## src/rtl/pin_irq_pkg.sv

```systemverilog
package pin_irq_pkg;
  // Register byte offsets; software depends on these values.
  localparam int unsigned OFF_LEVEL_SEL = 32'h0C;
  localparam int unsigned OFF_DUAL_EDGE = 32'h10;
  localparam int unsigned OFF_POLARITY  = 32'h14;
  localparam int unsigned OFF_ENABLE    = 32'h18;
  localparam int unsigned OFF_RAW_CLR   = 32'h1C;
  localparam int unsigned OFF_MASKED    = 32'h20;
endpackage

```

## src/rtl/pin_irq_sync.sv

```systemverilog
module pin_irq_sync #(
  parameter int WIDTH = 20
) (
  input  logic             clk,
  input  logic             rst_n,
  input  logic [WIDTH-1:0] async_i,
  output logic [WIDTH-1:0] sync_o,
  output logic [WIDTH-1:0] prev_o
);
  logic [WIDTH-1:0] meta_q, sync_q, prev_q;
  logic [WIDTH-1:0] meta_d, sync_d, prev_d;

  always_comb begin
    meta_d = async_i;
    sync_d = meta_q;
    prev_d = sync_q;
  end

  always_ff @(posedge clk or negedge rst_n) begin
    if (!rst_n) begin
      meta_q <= '0;
      sync_q <= '0;
      prev_q <= '0;
    end else begin
      meta_q <= meta_d;
      sync_q <= sync_d;
      prev_q <= prev_d;
    end
  end

  assign sync_o = sync_q;
  assign prev_o = prev_q;
endmodule

```

## src/rtl/pin_irq_detect.sv

```systemverilog
module pin_irq_detect #(
  parameter int WIDTH = 20
) (
  input  logic [WIDTH-1:0] cur_i,
  input  logic [WIDTH-1:0] prev_i,
  input  logic [WIDTH-1:0] level_sel_i,
  input  logic [WIDTH-1:0] dual_i,
  input  logic [WIDTH-1:0] pol_i,
  output logic [WIDTH-1:0] edge_hit_o,
  output logic [WIDTH-1:0] level_act_o
);
  for (genvar i = 0; i < WIDTH; i++) begin : g_pin
    logic rise, fall, pick;
    assign rise = cur_i[i] & ~prev_i[i];
    assign fall = ~cur_i[i] & prev_i[i];
    // dual-edge overrides polarity, edge mode only
    assign pick = dual_i[i] ? (rise | fall) : (pol_i[i] ? fall : rise);
    assign edge_hit_o[i]  = ~level_sel_i[i] & pick;
    assign level_act_o[i] = level_sel_i[i] & (pol_i[i] ? ~cur_i[i] : cur_i[i]);
  end
endmodule

```

## src/rtl/pin_irq_cfg.sv

```systemverilog
module pin_irq_cfg
  import pin_irq_pkg::*;
#(
  parameter int WIDTH  = 20,
  parameter int ADDR_W = 8
) (
  input  logic              clk,
  input  logic              rst_n,
  input  logic              wr_en,
  input  logic [ADDR_W-1:0] addr,
  input  logic [WIDTH-1:0]  wdata,
  output logic [WIDTH-1:0]  level_sel_o,
  output logic [WIDTH-1:0]  dual_o,
  output logic [WIDTH-1:0]  pol_o,
  output logic [WIDTH-1:0]  en_o
);
  logic [WIDTH-1:0] lvl_q, dual_q, pol_q, en_q;
  logic [WIDTH-1:0] lvl_d, dual_d, pol_d, en_d;

  always_comb begin
    lvl_d  = lvl_q;
    dual_d = dual_q;
    pol_d  = pol_q;
    en_d   = en_q;
    if (wr_en) begin
      if (addr == ADDR_W'(OFF_LEVEL_SEL)) lvl_d  = wdata;
      if (addr == ADDR_W'(OFF_DUAL_EDGE)) dual_d = wdata;
      if (addr == ADDR_W'(OFF_POLARITY))  pol_d  = wdata;
      if (addr == ADDR_W'(OFF_ENABLE))    en_d   = wdata;
    end
  end

  always_ff @(posedge clk or negedge rst_n) begin
    if (!rst_n) begin
      lvl_q  <= '0;
      dual_q <= '0;
      pol_q  <= '0;
      en_q   <= '0;
    end else begin
      lvl_q  <= lvl_d;
      dual_q <= dual_d;
      pol_q  <= pol_d;
      en_q   <= en_d;
    end
  end

  assign level_sel_o = lvl_q;
  assign dual_o      = dual_q;
  assign pol_o       = pol_q;
  assign en_o        = en_q;
endmodule

```

## src/rtl/pin_irq_status.sv

```systemverilog
module pin_irq_status #(
  parameter int WIDTH = 20
) (
  input  logic             clk,
  input  logic             rst_n,
  input  logic [WIDTH-1:0] level_sel_i,
  input  logic [WIDTH-1:0] edge_hit_i,
  input  logic [WIDTH-1:0] level_act_i,
  input  logic [WIDTH-1:0] clr_i,
  output logic [WIDTH-1:0] raw_o
);
  logic [WIDTH-1:0] raw_q, raw_d;

  // level pins track the level; edge pins hold, and a new edge beats a clear
  always_comb begin
    raw_d = (level_sel_i & level_act_i)
          | (~level_sel_i & ((raw_q & ~clr_i) | edge_hit_i));
  end

  always_ff @(posedge clk or negedge rst_n) begin
    if (!rst_n) raw_q <= '0;
    else        raw_q <= raw_d;
  end

  assign raw_o = raw_q;
endmodule

```

## src/rtl/pin_irq_sense.sv

```systemverilog
module pin_irq_sense
  import pin_irq_pkg::*;
#(
  parameter int NUM_PINS = 20,
  parameter int ADDR_W   = 8,
  parameter int DATA_W   = 32
) (
  input  logic                clk,
  input  logic                rst_n,
  input  logic [NUM_PINS-1:0] pin_i,
  input  logic                bus_we,
  input  logic [ADDR_W-1:0]   bus_addr,
  input  logic [DATA_W-1:0]   bus_wdata,
  output logic [DATA_W-1:0]   bus_rdata,
  output logic                irq_o
);
  localparam int PAD_W = DATA_W - NUM_PINS;

  logic [1:0] rst_pipe_q, rst_pipe_d;
  logic       rst_sync_n;

  always_comb rst_pipe_d = {rst_pipe_q[0], 1'b1};

  always_ff @(posedge clk or negedge rst_n) begin
    if (!rst_n) rst_pipe_q <= '0;
    else        rst_pipe_q <= rst_pipe_d;
  end
  assign rst_sync_n = rst_pipe_q[1];

  logic [NUM_PINS-1:0] sync_q, prev_q;
  logic [NUM_PINS-1:0] lvl_q, dual_q, pol_q, en_q;
  logic [NUM_PINS-1:0] edge_hit, level_act, clr_bits, raw_q, masked;
  logic [NUM_PINS-1:0] wdata_pins;
  logic                unused_wdata_hi;

  assign wdata_pins      = bus_wdata[NUM_PINS-1:0];
  assign unused_wdata_hi = ^bus_wdata[DATA_W-1:NUM_PINS];

  pin_irq_sync #(.WIDTH(NUM_PINS)) u_sync (
    .clk(clk), .rst_n(rst_sync_n), .async_i(pin_i),
    .sync_o(sync_q), .prev_o(prev_q)
  );

  pin_irq_cfg #(.WIDTH(NUM_PINS), .ADDR_W(ADDR_W)) u_cfg (
    .clk(clk), .rst_n(rst_sync_n), .wr_en(bus_we), .addr(bus_addr),
    .wdata(wdata_pins), .level_sel_o(lvl_q), .dual_o(dual_q),
    .pol_o(pol_q), .en_o(en_q)
  );

  pin_irq_detect #(.WIDTH(NUM_PINS)) u_detect (
    .cur_i(sync_q), .prev_i(prev_q), .level_sel_i(lvl_q), .dual_i(dual_q),
    .pol_i(pol_q), .edge_hit_o(edge_hit), .level_act_o(level_act)
  );

  assign clr_bits = (bus_we && bus_addr == ADDR_W'(OFF_RAW_CLR)) ? wdata_pins : '0;

  pin_irq_status #(.WIDTH(NUM_PINS)) u_status (
    .clk(clk), .rst_n(rst_sync_n), .level_sel_i(lvl_q), .edge_hit_i(edge_hit),
    .level_act_i(level_act), .clr_i(clr_bits), .raw_o(raw_q)
  );

  assign masked = raw_q & en_q;
  assign irq_o  = |masked;

  always_comb begin
    logic [NUM_PINS-1:0] sel;
    sel = '0;
    if      (bus_addr == ADDR_W'(OFF_LEVEL_SEL)) sel = lvl_q;
    else if (bus_addr == ADDR_W'(OFF_DUAL_EDGE)) sel = dual_q;
    else if (bus_addr == ADDR_W'(OFF_POLARITY))  sel = pol_q;
    else if (bus_addr == ADDR_W'(OFF_ENABLE))    sel = en_q;
    else if (bus_addr == ADDR_W'(OFF_RAW_CLR))   sel = raw_q;
    else if (bus_addr == ADDR_W'(OFF_MASKED))    sel = masked;
    bus_rdata = {{PAD_W{1'b0}}, sel};
  end
endmodule

```

## config.mk

```make
export PLATFORM = sky130hd
export DESIGN_NAME = pin_irq_sense
export DESIGN_NICKNAME = d
export VERILOG_FILES = /design/src/rtl/pin_irq_pkg.sv /design/src/rtl/pin_irq_sync.sv /design/src/rtl/pin_irq_detect.sv /design/src/rtl/pin_irq_cfg.sv /design/src/rtl/pin_irq_status.sv /design/src/rtl/pin_irq_sense.sv
export SDC_FILE = /design/constraint.sdc
export NUM_CORES = 1
export LEC_CHECK = 0
export CAP_MARGIN = 20
export CORE_MARGIN = 2
export CORE_UTILIZATION = 35
export DETAILED_ROUTE_END_ITERATION = 10
export PLACE_DENSITY = 0.51
export RECOVER_POWER = 100
export SYNTH_ARGS = -nofsm -noshare
export SYNTH_HDL_FRONTEND = slang
export SYNTH_SLANG_ARGS = --single-unit
export TNS_END_PERCENT = 30
```

## constraint.sdc

```tcl
create_clock -name clk -period 7.03 [get_ports clk]
set_clock_uncertainty 0.15 [all_clocks]
set_input_delay 1.0545 -clock clk [delete_from_list [all_inputs] [get_ports clk]]
set_output_delay 1.0545 -clock clk [all_outputs]
set_load 0.02 [all_outputs]
```

==> results.sh <==
export IMPL_outcome="finished, violations left"
export IMPL_violations="capacitance limit, slew limit"
export IMPL_coreArea_um2=22710
export IMPL_final_cells=1071
export IMPL_finalSetupTns_ns=0
export IMPL_cts_sinks=162
export IMPL_hold_violations=0
export IMPL_die_h_um=156.4
export IMPL_pin_count=96
export IMPL_pre_cts_slack_ns=1.718
export IMPL_setup_ws_ns=0.9400
export IMPL_grt_start_max_net_pins=78
export IMPL_maxCapViolCount=4
export IMPL_drc=0
export IMPL_grt_overflow_total=0
export IMPL_synthCells=703
export IMPL_yosys_warnings=0
export IMPL_grt_setup_unrepaired="false"
export IMPL_synth_edf_count=0
export IMPL_yosysSeqAreaShare=0.4984
export IMPL_cp_common_cell="clkdlybuf4s50_1"
export IMPL_finalWirelength_mm=20.70
export IMPL_synth_area_um2=8134
export IMPL_avgSynthCellArea_um2=11.57
export IMPL_die_w_um=156.4
export IMPL_cts_resized=0
export IMPL_synth_ff_type="dfrtp_1"
export IMPL_start_util=0.3582
export IMPL_antenna_left=0
export IMPL_drive_gt1_frac=0.1260
export IMPL_placed_cells=1039
export IMPL_wire_per_inst_um=19.33
export IMPL_crit_chain="clkdlybuf4s50_1 -> nor4_4 -> clkbuf_1 -> nand3_1 -> buf_4 -> o221ai_1 -> a211oi_1 -> clkdlybuf4s50_1"
export IMPL_clkTransAtPathRegs_ns=0.06
export IMPL_p_leak_nw=4.246
export IMPL_ys_seq_elements=162
export IMPL_track_usage=0.1780
export IMPL_synth_area_leader_cell="dfrtp_1"
export IMPL_netlist_top_cells_area="dfrtp_1 50%, mux2_2 8.0%, ha_1 6.2%"
export IMPL_final_util=0.4236
export IMPL_end_kind="primary output"
export IMPL_drt_iter0_drc=349
export IMPL_nFillCells=2150
export IMPL_final_nets=877
export IMPL_cts_buffers=17
export IMPL_post_cts_setup_buffer_count=0
export IMPL_critPathMaxFanout=23
export IMPL_grt_pass1_vias=6030
export IMPL_cts_max_path_buffers=2
export IMPL_cp_slowest_cell="clkbuf_1"
export IMPL_timing_final_crit_share=0.8663
export IMPL_rows=55
export IMPL_area_delta_synth_final_pct=18.27
export IMPL_multiInputGateArea_um2=3681
export IMPL_diodes=0
export IMPL_num_vias=5765
export IMPL_clk_latency_ns=0.42
export IMPL_fin_crit_ns=6.090
export IMPL_tightest_slew_ns=3.043
export IMPL_portBuffers=71
export IMPL_yosys_cell_types_count=38
export IMPL_seq_area_um2=4054
export IMPL_max_slew_margin=-1.044
export IMPL_async_flop_share=1.000
export IMPL_min_path_type="flop to flop"
export IMPL_cp_required_ns=5.83
export IMPL_cts_tree="yes"
export IMPL_grt_pass1_wl_mm=33.29
export IMPL_report_final_slew_viol_count=97
export IMPL_via_per_inst=5.383
export IMPL_netlist_area_leader_share=0.4984
export IMPL_cp_arrival_ns=4.89
export IMPL_gp_routability_congestion=0.7766
export IMPL_die_area_um2=24480
export IMPL_hold_buffers=0
export IMPL_start_kind="input pin"
export IMPL_setup_viol=0
export IMPL_antenna_found_initial=0
export IMPL_clock_fmax_mhz=164.2
export IMPL_dpl_hpwl_mm=13.60
export IMPL_peakVddDrop_v=0.00009259
export IMPL_slowest_delay_ns=1.04
export IMPL_drtPass1Iterations=5
export IMPL_critical_path_class="input pin to primary output"
export IMPL_root_buffer="clkbuf_16"
export IMPL_h_tree_depth=4
export IMPL_power_density_nw_per_um2=222.5
export IMPL_worst_hold_slack_ns=0.1981
per-layer routing:
metal,share of wire,global-route usage
met2,0.49,0.3012
met1,0.45,0.2279
met3,0.044,0.03600
met4,0.017,0.05985
met5,0,0
flip-flops by register name (all words and copies together), names as in the netlist:
| name | count |
|---|---|
| rst_pipe_q | 2 |
| u_cfg.en_o | 20 |
| u_sync.meta_q | 20 |
| u_sync.prev_o | 20 |
| u_status.raw_o | 20 |
| u_sync.sync_o | 20 |
| u_cfg.dual_o | 20 |
| u_cfg.pol_o | 20 |
| u_cfg.level_sel_o | 20 |
layout by cell type, fill, tap and decap left out, types with 2 or more instances in the layout:
master and n:
a211oi_1 40, a21boi_0 20, a21oi_1 60, a221oi_1 4, a22o_1 4, a22oi_1 2, and3b_1 2, buf_4 9
clkbuf_1 12, clkbuf_16 17, clkbuf_8 2, clkdlybuf4s50_1 40, clkinv_2 2, clkinvlp_4 3, conb_1 13, dfrtp_1 162
dlygate4sd3_1 30, ha_1 40, inv_1 40, mux2_1 22, mux2_2 55, mux2_4 3, nand2_1 21, nand2b_1 21
nand3b_1 3, nand4_1 2, nor2_1 20, nor2b_1 21, nor3_1 2, nor3b_1 2, o21ai_0 20, o221ai_1 20
o22a_1 20, o31a_1 20, xnor2_1 20
synthesized netlist by cell type, drive strengths merged (4+ instances only):
cell type / number
a21oi: 60
buf: 21
ha: 40
nand2: 21
o21ai: 20
a22o: 4
dfrtp: 162
o31a: 20
nor2: 20
o221ai: 20
nand2b: 21
a221oi: 4
o22a: 20
clkbuf: 27
a21boi: 20
mux2: 80
xnor2: 20
inv: 40
nor2b: 21
a211oi: 40
worst max-delay path, delay by kind of cell:
family	cells	cell delay (ns)
AOI/OAI and AO/OA	2	0.30
buffers and inverters	4	2.56
and+or+nand+nor	2	0.95
stage by stage:
| step | total power [mW] | area [µm²] |
|---|---|---|
| 3_3_place_gp | 1.284 | 9183 |
| 3_5_place_dp | 1.294 | 9183 |
| 2_1_floorplan | 1.197 | 8175 |
| 6_report | 2.140 | 9620 |
| 5_1_grt | 2.243 | 9620 |
| 4_1_cts | 2.177 | 9731 |
layout make-up:
cell class	count	share of cell area
Inverter	40	0.01561
Timing Repair Buffer	89	0.08636
Multi-Input combinational cell	464	0.3826
Sequential cell	162	0.4214
Tap cell	285	0.03707
Clock buffer	23	0.04864
Clock inverter	8	0.008324
logic make-up (layout without fill, tap and decap cells):
logic type,count (synthesis),after routing,synth area share
other cells,2,13,0.0009233
mux,80,80,0.1200
buf+inv,88,160,0.04815
xor+xnor,20,20,0.02154
fa+ha+maj,40,40,0.06153
compound gates,210,210,0.1797
simple gates,101,101,0.06984
flops,162,162,0.4984
power breakdown:
group,leakage (nW),internal (mW),switching [mW],total (mW)
combinational,1.98,0.113,0.119,0.232
sequential,2.01,0.985,0.0519,1.04
clock,0.260,0.505,0.367,0.871
worst paths after layout:
| check | startpoint | endpoint | slack (ns) | cells past startpoint |
|---|---|---|---|---|
| worst max register to register | rst_pipe_q[1]$_DFF_PN0_ | u_cfg.dual_o[8]$_DFFE_PN0P_ | 2.68 | 3 |
| worst max-delay path | bus_addr[6] | bus_rdata[6] | 0.94 | 8 |
| worst min register to register | u_sync.meta_q[2]$_DFF_PN0_ | u_sync.sync_o[2]$_DFF_PN0_ | 0.20 | 0 |
| max in group asynchronous | rst_pipe_q[1]$_DFF_PN0_ | u_cfg.dual_o[8]$_DFFE_PN0P_ | 2.68 | 3 |
| min in group asynchronous | rst_pipe_q[1]$_DFF_PN0_ | u_sync.meta_q[11]$_DFF_PN0_ | 0.33 | 0 |
| worst min-delay path | u_sync.meta_q[2]$_DFF_PN0_ | u_sync.sync_o[2]$_DFF_PN0_ | 0.20 | 0 |
Note: power is estimated with default switching activity, not from simulation.
